==> src/rtl/pwm8_timer.sv <==
module pwm8_timer #(
  parameter int CH = 8,
  parameter int CW = 16,
  parameter int AW = 8,
  parameter int DW = 32
) (
  input  logic          clk,
  input  logic          rst_n,
  input  logic          fix_tick,
  input  logic          ext_tick,
  input  logic          bus_we,
  input  logic [AW-1:0] bus_addr,
  input  logic [DW-1:0] bus_wdata,
  output logic [DW-1:0] bus_rdata,
  output logic [CH-1:0] pwm_out
);
  localparam logic [AW-1:0] A_CTL   = AW'(8'h00);
  localparam logic [AW-1:0] A_CNT   = AW'(8'h04);
  localparam logic [AW-1:0] A_MOD   = AW'(8'h08);
  localparam logic [AW-1:0] A_START = AW'(8'h4C);
  localparam logic [AW-1:0] A_IDLE  = AW'(8'h5C);
  localparam logic [AW-1:0] A_MASK  = AW'(8'h60);
  localparam logic [AW-1:0] A_POL   = AW'(8'h70);
  localparam int CH_BASE = 12;
  localparam int CH_STRIDE = 8;

  logic [4:0]    ctl;
  logic [CW-1:0] cnt, mod_wr, mod_act, start_val;
  logic [CH-1:0] idle_lvl, out_mask, pol;
  logic [7:0]    presc;
  logic [5:0]    mode   [CH];
  logic [CW-1:0] cmp_wr [CH];
  logic [CW-1:0] cmp_act[CH];

  logic       running, src, step, cnt_wr, wrap;
  logic [7:0] div_lim;

  assign running = ctl[4:3] != 2'd0;
  assign div_lim = (8'd1 << ctl[2:0]) - 8'd1;
  assign cnt_wr  = bus_we && bus_addr == A_CNT;
  assign step    = src && presc >= div_lim;
  assign wrap    = step && cnt >= mod_act && !cnt_wr;

  always_comb begin
    case (ctl[4:3])
      2'd1:    src = 1'b1;
      2'd2:    src = fix_tick;
      2'd3:    src = ext_tick;
      default: src = 1'b0;
    endcase
  end

  always_ff @(posedge clk or negedge rst_n) begin
    if (!rst_n) begin
      cnt   <= '0;
      presc <= '0;
    end else if (cnt_wr) begin
      cnt   <= start_val;
      presc <= '0;
    end else if (src) begin
      presc <= step ? 8'd0 : presc + 8'd1;
      if (step) cnt <= (cnt >= mod_act) ? start_val : cnt + 1'b1;
    end
  end

  always_ff @(posedge clk or negedge rst_n) begin
    if (!rst_n) begin
      ctl       <= '0;
      mod_wr    <= '1;
      mod_act   <= '1;
      start_val <= '0;
      idle_lvl  <= '0;
      out_mask  <= '1;
      pol       <= '0;
    end else begin
      if (!running || wrap) mod_act <= mod_wr;
      if (bus_we) begin
        case (bus_addr)
          A_CTL:   ctl       <= bus_wdata[4:0];
          A_MOD:   mod_wr    <= bus_wdata[CW-1:0];
          A_START: start_val <= bus_wdata[CW-1:0];
          A_IDLE:  idle_lvl  <= bus_wdata[CH-1:0];
          A_MASK:  out_mask  <= bus_wdata[CH-1:0];
          A_POL:   pol       <= bus_wdata[CH-1:0];
          default: ;
        endcase
      end
    end
  end

  for (genvar i = 0; i < CH; i++) begin : g_ch
    localparam logic [AW-1:0] A_MODE = AW'(CH_BASE + CH_STRIDE * i);
    localparam logic [AW-1:0] A_CMP  = AW'(CH_BASE + CH_STRIDE * i + 4);
    logic lvl;

    always_ff @(posedge clk or negedge rst_n) begin
      if (!rst_n) begin
        mode[i]    <= '0;
        cmp_wr[i]  <= '0;
        cmp_act[i] <= '0;
      end else begin
        if (!running || wrap) cmp_act[i] <= cmp_wr[i];
        if (bus_we && bus_addr == A_MODE) mode[i]   <= bus_wdata[5:0];
        if (bus_we && bus_addr == A_CMP)  cmp_wr[i] <= bus_wdata[CW-1:0];
      end
    end

    assign lvl = (mode[i][5] && mode[i][3]) ? (cnt < cmp_act[i]) : idle_lvl[i];
    assign pwm_out[i] = out_mask[i] ? pol[i] : (lvl ^ pol[i]);
  end

  always_comb begin
    bus_rdata = '0;
    case (bus_addr)
      A_CTL:   bus_rdata = DW'(ctl);
      A_CNT:   bus_rdata = DW'(cnt);
      A_MOD:   bus_rdata = DW'(mod_wr);
      A_START: bus_rdata = DW'(start_val);
      A_IDLE:  bus_rdata = DW'(idle_lvl);
      A_MASK:  bus_rdata = DW'(out_mask);
      A_POL:   bus_rdata = DW'(pol);
      default: ;
    endcase
    for (int i = 0; i < CH; i++) begin
      if (bus_addr == AW'(CH_BASE + CH_STRIDE * i))     bus_rdata = DW'(mode[i]);
      if (bus_addr == AW'(CH_BASE + CH_STRIDE * i + 4)) bus_rdata = DW'(cmp_wr[i]);
    end
  end

  assert_stop_hold_R3: assert property (@(posedge clk) disable iff (!rst_n)
    (!running && !cnt_wr) |=> $stable(cnt));

  assert_wrap_start_R4: assert property (@(posedge clk) disable iff (!rst_n)
    wrap |=> cnt == $past(start_val));

  assert_presc_restart_R2: assert property (@(posedge clk) disable iff (!rst_n)
    step |=> presc == 8'd0);

  assert_mod_buffered_R6: assert property (@(posedge clk) disable iff (!rst_n)
    (running && !wrap) |=> $stable(mod_act));

  assert_mask_safe_R8: assert property (@(posedge clk) disable iff (!rst_n)
    (out_mask == '1) |-> (pwm_out == pol));
endmodule

==> config.mk <==
export PLATFORM = sky130hd
export DESIGN_NAME = pwm8_timer
export DESIGN_NICKNAME = d
export VERILOG_FILES = /design/src/rtl/pwm8_timer.sv
export SDC_FILE = /design/constraint.sdc
export NUM_CORES = 1
export LEC_CHECK = 0
export BUFFER_PORTS_ARGS = -buffer_cell sky130_fd_sc_hd__buf_4
export CAP_MARGIN = 15
export CORE_MARGIN = 4
export CORE_UTILIZATION = 60
export CTS_BUF_LIST = sky130_fd_sc_hd__clkbuf_4 sky130_fd_sc_hd__clkbuf_8
export CTS_CLUSTER_DIAMETER = 150
export DETAILED_ROUTE_END_ITERATION = 12
export GPL_TIMING_DRIVEN = 0
export PLACE_DENSITY_LB_ADDON = 0.2
export SLEW_MARGIN = 40
export SYNTH_ARGS = -nofsm -noshare
export SYNTH_HDL_FRONTEND = slang
export SYNTH_SLANG_ARGS = --single-unit
==> constraint.sdc <==
create_clock -name clk -period 4.15 [get_ports clk]
set_input_delay 0.6225 -clock clk [delete_from_list [all_inputs] [get_ports clk]]
set_output_delay 0.6225 -clock clk [all_outputs]
set_load 0.05 [all_outputs]
==> flow_summary.html, run 1 <==
<table>
<tr><th>Metric</th><th>Value</th></tr>
<tr><th colspan="2">Status</th></tr>
<tr><td>Result of the run</td><td>finished, violations left</td></tr>
<tr><td>Failing checks</td><td>negative setup slack</td></tr>
<tr><th colspan="2">Clock tree</th></tr>
<tr><td># clock sinks</td><td>405</td></tr>
<tr><td>Clock slew seen by the registers of the worst setup and hold paths</td><td>0.06 ns</td></tr>
<tr><td>Clock insertion delay at the later pin of the skew report</td><td>0.63 ns</td></tr>
<tr><td>Root Buffer Master</td><td>clkbuf_8</td></tr>
<tr><td>H-tree depth reported by CTS</td><td>3</td></tr>
<tr><td>Clock tree from TritonCTS</td><td>built</td></tr>
<tr><td>Number of buffers created by CTS</td><td>72</td></tr>
<tr><td>Number of buffers on the longest clock path</td><td>3</td></tr>
<tr><th colspan="2">STA</th></tr>
<tr><td>Tcrit/Tclk final</td><td>101%</td></tr>
<tr><td>Count of final hold-check violations</td><td>0</td></tr>
<tr><td>Worst-case clock skew</td><td>0.0272 ns</td></tr>
<tr><td>Least setup slack across all paths after layout</td><td>-0.0295 ns</td></tr>
<tr><td>Maximum operating frequency</td><td>239 MHz</td></tr>
<tr><td>Max transition margin</td><td>36.3%</td></tr>
<tr><td>Setup repair after global routing missed its margin</td><td>no</td></tr>
<tr><td>Minimum clock period after layout</td><td>4.18 ns</td></tr>
<tr><td>Setup TNS</td><td>-0.0295 ns</td></tr>
<tr><td>Count of final max-slew check failures</td><td>0</td></tr>
<tr><td>Slew @ Worst Pin</td><td>0.955 ns</td></tr>
<tr><td>Final-report setup violation count</td><td>1</td></tr>
<tr><td>Worst Hold Slack</td><td>0.258 ns</td></tr>
<tr><th colspan="2">Final layout</th></tr>
<tr><td>Number of nets at the end of the flow</td><td>2257</td></tr>
<tr><td>Antenna diode count</td><td>0</td></tr>
<tr><td>Area delta synth-&gt;final</td><td>13.4%</td></tr>
<tr><td>Most common cell after layout, fill and taps aside</td><td>dfrtp_1</td></tr>
<tr><td>Most frequent cells in the layout</td><td>358 x dfrtp_1, 246 x mux2_2, 169 x inv_1</td></tr>
<tr><td>Layout cells sized above 1</td><td>32.1%</td></tr>
<tr><td>Number of filler instances in the final layout</td><td>2710</td></tr>
<tr><th colspan="2">Place</th></tr>
<tr><td>Port Buffers</td><td>42</td></tr>
<tr><td>Last weighted congestion value of the routability-driven placer</td><td>0.988</td></tr>
<tr><td>Worst slack at placement</td><td>-0.0188 ns</td></tr>
<tr><td>Half-perimeter wire length after placement</td><td>51.5 mm</td></tr>
<tr><th colspan="2">Floorplanning</th></tr>
<tr><td>Standard-cell rows</td><td>70</td></tr>
<tr><td>Chip height</td><td>202 um</td></tr>
<tr><td>Ports placed on the boundary</td><td>85</td></tr>
<tr><td>Width of the chip</td><td>202 um</td></tr>
<tr><td>Placeable core region</td><td>0.0368 mm2</td></tr>
<tr><td>Starting utilization of the core area</td><td>61.2%</td></tr>
<tr><td>Die Footprint</td><td>0.0407 mm2</td></tr>
<tr><th colspan="2">Setup path</th></tr>
<tr><td>Worst path required time</td><td>3.53 ns</td></tr>
<tr><td>Worst Path Arrival</td><td>3.56 ns</td></tr>
<tr><td>Crit Path Class</td><td>primary input to output pin</td></tr>
<tr><td>Worst reg2reg setup slack</td><td>0.28 ns</td></tr>
<tr><td>Crit start category</td><td>primary input</td></tr>
<tr><td>CP Capture Type</td><td>output pin</td></tr>
<tr><td>Maximum fanout count along the critical path</td><td>8</td></tr>
<tr><th colspan="2">Routing</th></tr>
<tr><td>Number of iterations in the first detailed-routing pass</td><td>8</td></tr>
<tr><td>Per-cell routed wire length</td><td>27.1 um</td></tr>
<tr><td>Iter 0 DRT Violations</td><td>1787</td></tr>
<tr><td>Antenna Nets Post-Route</td><td>0</td></tr>
<tr><td>Drt drc</td><td>0</td></tr>
<tr><td>Per-cell via count in the routed design</td><td>6.54</td></tr>
<tr><td>Total Wirelength</td><td>70.4 mm</td></tr>
<tr><td>Count of vias placed by the detailed router</td><td>16900</td></tr>
<tr><th colspan="2">Synth</th></tr>
<tr><td>Primary flip-flop cell chosen by synthesis mapping</td><td>dfrtp_1</td></tr>
<tr><td>Summed instance area of the synthesized netlist</td><td>0.0225 mm2</td></tr>
<tr><td>Seq/Total Area, Yosys</td><td>45.2%</td></tr>
<tr><td>Count of state elements after synthesis</td><td>405</td></tr>
<tr><td>Synth warnings</td><td>0</td></tr>
<tr><td>EDFF count, synth</td><td>0</td></tr>
<tr><td>Netlist cell types</td><td>72</td></tr>
<tr><td>Synth Instances</td><td>1923</td></tr>
<tr><td>Avg Inst Size Synth</td><td>11.7 um2</td></tr>
<tr><td>Proportion of synthesized flip-flops having asynchronous set or reset</td><td>100%</td></tr>
<tr><th colspan="2">Power</th></tr>
<tr><td>Power density over the cells</td><td>470 mW/mm2</td></tr>
<tr><td>Maximum resistive drop on vdd</td><td>531 uV</td></tr>
<tr><td>Total leakage power</td><td>11.9 nW</td></tr>
<tr><th colspan="2">Flow run</th></tr>
<tr><td>Max-capacitance violation count</td><td>0</td></tr>
<tr><th colspan="2">Global routing</th></tr>
<tr><td>Total routing resource utilization after global routing</td><td>34.1%</td></tr>
<tr><td>Vias in the first global route</td><td>17100</td></tr>
<tr><td>Pin count of the biggest net entering global routing</td><td>77</td></tr>
<tr><td>Antenna violations before repair</td><td>1</td></tr>
<tr><td>First-pass GRT wire length</td><td>105 mm</td></tr>
<tr><td>Grt total ovfl</td><td>0</td></tr>
<tr><th colspan="2">Worst hold path</th></tr>
<tr><td>Class of the tightest hold or removal check</td><td>primary input to flip-flop</td></tr>
</table>
## area by class of cell
cell class | count | area, um2 | area share, %
plain buffers | 108 | 744 | 2.92
clock buffers | 119 | 1510 | 5.90
clock inverters | 14 | 230 | 0.902
inverters | 170 | 638 | 2.50
multi-input cells | 1254 | 11100 | 43.5
flip-flops and latches | 405 | 10200 | 40.0
well taps | 468 | 586 | 2.29
repair buffers | 54 | 528 | 2.07
## Yosys cell counts, types with 21 or more instances
master    number  area, um2
mux2_1        36        405
nor2_1        59        221
dfrtp_1      365       9130
mux2i_1       29        290
ha_1         147       1840
a22oi_1       44        330
mux2_2       246       2770
mux2_4       100       1500
clkbuf_1      34        128
nand2_1       92        345
nor3_1        21        105
a211oi_1      21        158
nand3_1       40        200
o21ai_0       74        370
buf_2         25        125
inv_1        169        634
a21oi_1       70        350
dfstp_2       40       1050
o22ai_1       27        169
## power by group
group / internal, mW / switching [mW]
combinational: 1.19 / 1.56
clock: 2.67 / 1.73
sequential: 4.24 / 0.624
total: 8.09 / 3.91
## critical path, stage by stage
cell       delay, ns
buf_4           0.12
nor2_2          0.40
nand3_1         0.43
nor3_1          0.71
a222oi_1        0.21
a2bb2oi_1       0.36
o21ai_0         0.14
a22oi_1         0.30
buf_4           0.27
## metal layers
layer | wire (um) | part of all wire [%] | track usage [%] | up-vias
met2 | 32000 | 45 | 53.3 | 898
met3 | 6570 | 9.3 | 7.96 | 189
met1 | 28200 | 40 | 45.8 | 8573
met4 | 3520 | 5.0 | 15.5 | 2
met5 | 16 | 0.023 | 0 | -
li1 | - | - | - | 7284
## logic make-up after synthesis
logic type                 share of synthesized area (%)
other                                             0.0334
buffers and inverters                               6.12
xor gates and xnor gates                           0.506
AOI/OAI and AO/OA                                   10.7
and+or+nand+nor                                     6.77
DFF                                                 45.2
muxes                                               22.5
adders and majority gates                           8.17
## per-stage QoR
step	util [%]	cells	area (um2)	power, mW
global placement	63.8	2448	23500	7.32
CTS	69.2	2592	25500	11.9
global route	69.4	2592	25500	12.6
finish	69.4	2592	25500	12.0
detailed placement	64.3	2453	23600	7.49
floorplan	-	1938	22600	6.39
## repair_timing
| item | in CTS | in global routing |
|---|---|---|
| endpoints found under the hold margin | 46 | 0 |
| setup buffers | 5 | 1 |
| hold buffers | 1 | 0 |
| endpoints found under the setup margin | 7 | 145 |
| pin swaps | 2 | 4 |
| gates resized for setup | 14 | 13 |
## flip-flops by register name (all words and copies together) (netlist names)
signal and count:
out_mask 8, cmp_act 128, mod_act 16, presc 8, mod_wr 16, ctl 5, pol 8, start_val 16
mode 48, cmp_wr 128, cnt 16, idle_lvl 8
## final timing paths
path                                   start      endpoint  cells past startpoint
worst max-delay path             bus_addr[1]  bus_rdata[1]                      9
worst min-delay path            bus_wdata[5]        pol[5]                      2
worst max register to register        ctl[2]   cmp_act[44]                     16
worst min register to register   cmp_act[58]   cmp_act[58]                      1
max in group asynchronous              rst_n   mod_act[10]                      5
min in group asynchronous              rst_n   cmp_act[65]                      2
(Power assumes the default switching activity.)
==> run 2: changes to the inputs <==
CAP_MARGIN = default   (was 15)
RECOVER_POWER = 100   (was default)
clock period = 5.1 ns   (was 4.15 ns; I/O delays follow)
==> run 2 against run 1 <==
Net effect:
- the run ends with max-capacitance violations, max-slew violations left
- critical path depth grew 1
- largest cell class unchanged
- sequential cell count is the same
- global-route usage shrank 0.14 points
- sequential power shrank 19%
- hold slack gained 0.14 ns
- register-to-register slack gained 0.03 ns
- final area shrank 2.8%
- highest routed layer is now met4
- routed wire length shrank 0.64%
==> flow_summary.html, run 2 (synthesis gave the netlist of run 1 again) <==
<table>
<tr><th>Metric</th><th>Value</th></tr>
<tr><th colspan="2">Clock tree</th></tr>
<tr><td>Clock slew seen by the registers of the worst setup and hold paths</td><td>0.06 ns (about the same)</td></tr>
<tr><td>H-tree depth reported by CTS</td><td>3 (unchanged)</td></tr>
<tr><td>Hold-fix buffer count after cts</td><td>0 (-1)</td></tr>
<tr><td>Number of buffers created by CTS</td><td>72 (unchanged)</td></tr>
<tr><td>Clock insertion delay at the later pin of the skew report</td><td>0.63 ns (about the same)</td></tr>
<tr><td>Resized Gates After CTS</td><td>0 (-14)</td></tr>
<tr><td>Clock tree from TritonCTS</td><td>built</td></tr>
<tr><td>Root Buffer Master</td><td>clkbuf_8</td></tr>
<tr><td>Setup Buffers After CTS</td><td>0 (-5)</td></tr>
<tr><td># clock sinks</td><td>405 (unchanged)</td></tr>
<tr><td>Number of buffers on the longest clock path</td><td>3 (unchanged)</td></tr>
<tr><th colspan="2">Global routing</th></tr>
<tr><td>Grt total ovfl</td><td>0 (unchanged)</td></tr>
<tr><td>Vias in the first global route</td><td>17000 (-0.40%)</td></tr>
<tr><td>Total routing resource utilization after global routing</td><td>34.0% (-0.14 points)</td></tr>
<tr><td>Antenna violations before repair</td><td>0 (-1)</td></tr>
<tr><td>Pin count of the biggest net entering global routing</td><td>77 (unchanged)</td></tr>
<tr><td>First-pass GRT wire length</td><td>105 mm (-0.35%)</td></tr>
<tr><th colspan="2">Final layout</th></tr>
<tr><td>Leading registers by flop count</td><td>cmp_act: 128 flops, cmp_wr: 128 flops, mode: 48 flops</td></tr>
<tr><td>Final design area excluding fillers</td><td>0.0248 mm2 (-2.8%)</td></tr>
<tr><td>Total area of multi-input combinational cells</td><td>0.0107 mm2 (-3.7%)</td></tr>
<tr><td>Area delta synth-&gt;final</td><td>10.2%</td></tr>
<tr><td>Most common cell after layout, fill and taps aside</td><td>dfrtp_1</td></tr>
<tr><td>Most frequent cells in the layout</td><td>362 x dfrtp_1, 244 x mux2_2, 169 x inv_1</td></tr>
<tr><td>Antenna diode count</td><td>0 (unchanged)</td></tr>
<tr><td>Footprint of the flip-flops and latches</td><td>0.0102 mm2 (-0.15%)</td></tr>
<tr><td>Number of filler instances in the final layout</td><td>2849 (+5.1%)</td></tr>
<tr><td>Number of nets at the end of the flow</td><td>2251 (-0.27%)</td></tr>
<tr><td>Layout cells sized above 1</td><td>25.9% (-6.2 points)</td></tr>
<tr><th colspan="2">Place</th></tr>
<tr><td>Last weighted congestion value of the routability-driven placer</td><td>0.988 (unchanged)</td></tr>
<tr><td>Worst slack at placement</td><td>0.789 ns (+0.808 ns)</td></tr>
<tr><td>Port Buffers</td><td>42 (unchanged)</td></tr>
<tr><td>Half-perimeter wire length after placement</td><td>51.5 mm (unchanged)</td></tr>
<tr><td>Area of placed instances</td><td>0.0236 mm2 (unchanged)</td></tr>
<tr><th colspan="2">Routing</th></tr>
<tr><td>Drt drc</td><td>0 (unchanged)</td></tr>
<tr><td>Count of vias placed by the detailed router</td><td>16800 (-0.61%)</td></tr>
<tr><td>Per-cell via count in the routed design</td><td>6.51 (-0.38%)</td></tr>
<tr><td>Number of iterations in the first detailed-routing pass</td><td>7 (-1)</td></tr>
<tr><td>Iter 0 DRT Violations</td><td>1823 (+2.0%)</td></tr>
<tr><td>Per-cell routed wire length</td><td>27.0 um (-0.40%)</td></tr>
<tr><td>Total Wirelength</td><td>69.9 mm (-0.64%)</td></tr>
<tr><td>Antenna Nets Post-Route</td><td>0 (unchanged)</td></tr>
<tr><th colspan="2">Setup path</th></tr>
<tr><td>Worst path required time</td><td>4.34 ns (+0.81 ns)</td></tr>
<tr><td>CP Capture Type</td><td>output pin</td></tr>
<tr><td>Endpoint of the worst register-to-register path</td><td>cmp_act[31]</td></tr>
<tr><td>Maximum fanout count along the critical path</td><td>10 (+2)</td></tr>
<tr><td>Worst reg2reg setup slack</td><td>0.31 ns (+0.03 ns)</td></tr>
<tr><td>Worst Path Arrival</td><td>4.23 ns (+0.67 ns)</td></tr>
<tr><td>Source of the worst register-to-register timing path</td><td>ctl[0]</td></tr>
<tr><td>Worst Reg2Reg Path Length in Cells</td><td>17 (+1)</td></tr>
<tr><td>Crit Path Class</td><td>primary input to output pin</td></tr>
<tr><td>Crit start category</td><td>primary input</td></tr>
<tr><th colspan="2">STA</th></tr>
<tr><td>Final-report setup violation count</td><td>0 (-1)</td></tr>
<tr><td>Least setup slack across all paths after layout</td><td>0.109 ns (+0.139 ns)</td></tr>
<tr><td>Setup TNS</td><td>0 ns (+0.0295 ns)</td></tr>
<tr><td>Max transition margin</td><td>-80.8% (-120 points)</td></tr>
<tr><td>Minimum clock period after layout</td><td>4.99 ns</td></tr>
<tr><td>Count of final max-slew check failures</td><td>203 (+203)</td></tr>
<tr><td>Worst Hold Slack</td><td>0.399 ns (+0.141 ns)</td></tr>
<tr><td>Slew @ Worst Pin</td><td>2.71 ns (+1.76 ns)</td></tr>
<tr><td>Setup repair after global routing missed its margin</td><td>no</td></tr>
<tr><td>Maximum operating frequency</td><td>200 MHz</td></tr>
<tr><td>Tcrit/Tclk final</td><td>97.9%</td></tr>
<tr><td>Worst-case clock skew</td><td>0.0264 ns (-0.000763 ns)</td></tr>
<tr><td>Count of final hold-check violations</td><td>0 (unchanged)</td></tr>
<tr><th colspan="2">Floorplanning</th></tr>
<tr><td>Ports placed on the boundary</td><td>85 (unchanged)</td></tr>
<tr><td>Width of the chip</td><td>202 um (unchanged)</td></tr>
<tr><td>Chip height</td><td>202 um (unchanged)</td></tr>
<tr><td>Standard-cell rows</td><td>70 (unchanged)</td></tr>
<tr><td>Die Footprint</td><td>0.0407 mm2 (unchanged)</td></tr>
<tr><td>Placeable core region</td><td>0.0368 mm2 (unchanged)</td></tr>
<tr><td>Starting utilization of the core area</td><td>61.2% (unchanged)</td></tr>
<tr><th colspan="2">Power</th></tr>
<tr><td>Maximum resistive drop on vdd</td><td>432 uV (-19%)</td></tr>
<tr><td>Total leakage power</td><td>11.8 nW (-1.5%)</td></tr>
<tr><td>Pwr Total</td><td>9.59 mW (-20%)</td></tr>
<tr><td>Power density over the cells</td><td>386 mW/mm2 (-18%)</td></tr>
<tr><th colspan="2">Flow run</th></tr>
<tr><td>Max-capacitance violation count</td><td>4 (+4)</td></tr>
<tr><th colspan="2">Status</th></tr>
<tr><td>Result of the run</td><td>finished, violations left</td></tr>
<tr><td>Failing checks</td><td>max-capacitance violations, max-slew violations</td></tr>
<tr><th colspan="2">Worst hold path</th></tr>
<tr><td>Class of the tightest hold or removal check</td><td>primary input to flip-flop</td></tr>
<tr><td>Worst Hold Launch</td><td>bus_wdata[5]</td></tr>
<tr><td>Destination of the worst hold path</td><td>pol[5]</td></tr>
<tr><td>Worst hold path stage count</td><td>2 (unchanged)</td></tr>
</table>
## run 2: cell types whose count changed in the layout (fill, tap and decap cells not counted), sizes merged
cell | previous run | this run
dlygate4sd3 | 1 | 0
clkbuf | 153 | 199
buf | 127 | 76
## run 2: power breakdown
group          total (mW)  internal, mW  switching, mW  leakage (nW)
clock network        3.57          2.17           1.40         0.902
logic                2.06         0.872           1.19          5.46
registers            3.96          3.44          0.518          5.40
total                9.59          6.48           3.11          11.8
## run 2: worst max-delay path by stage
stage / startpoint / endpoint / slack, ns / cells after the start
after floorplan: bus_addr[3] / bus_rdata[3] / 1.34 / 8
after global placement: rst_n / cnt[11] / -0.73 / 1
after detailed placement: cnt[0] / pwm_out[3] / 0.79 / 9
after CTS: cnt[0] / pwm_out[3] / 0.08 / 9
after global routing: ctl[0] / cmp_act[127] / 0.12 / 17
final: bus_addr[7] / bus_rdata[3] / 0.11 / 10
## run 2: layout make-up
type                       count  area share (%)
buffer                       109            2.60
clock buffer                 119            6.07
timing repair buffer          47            1.37
inverter                     170            2.57
sequential                   405            41.1
multi-input combinational   1254            43.1
clock inverter                14           0.928
tap                          468            2.36
## run 2: worst max-delay path, cell delays in order
cell      delay, ns
clkbuf_1       0.14
clkbuf_1       0.29
nor4b_1        0.54
clkbuf_1       0.57
clkbuf_1       0.69
a21oi_1        0.13
a21oi_1        0.22
o21ai_0        0.17
a32oi_1        0.34
clkbuf_2       0.34
## run 2: layer usage
metal / GRT usage, % / share of wire (%)
met1: 45.5 / 40
met2: 53.2 / 45
met3: 7.93 / 9.2
met4: 15.2 / 5.1
met5: 0 / 0
## run 2: per-stage QoR
step | util (%) | instances
5_1_grt | 67.5 | 2586
3_5_place_dp | 64.3 | 2453
3_3_place_gp | 63.8 | 2448
2_1_floorplan | - | 1938
4_1_cts | 69.0 | 2586
6_report | 67.5 | 2586
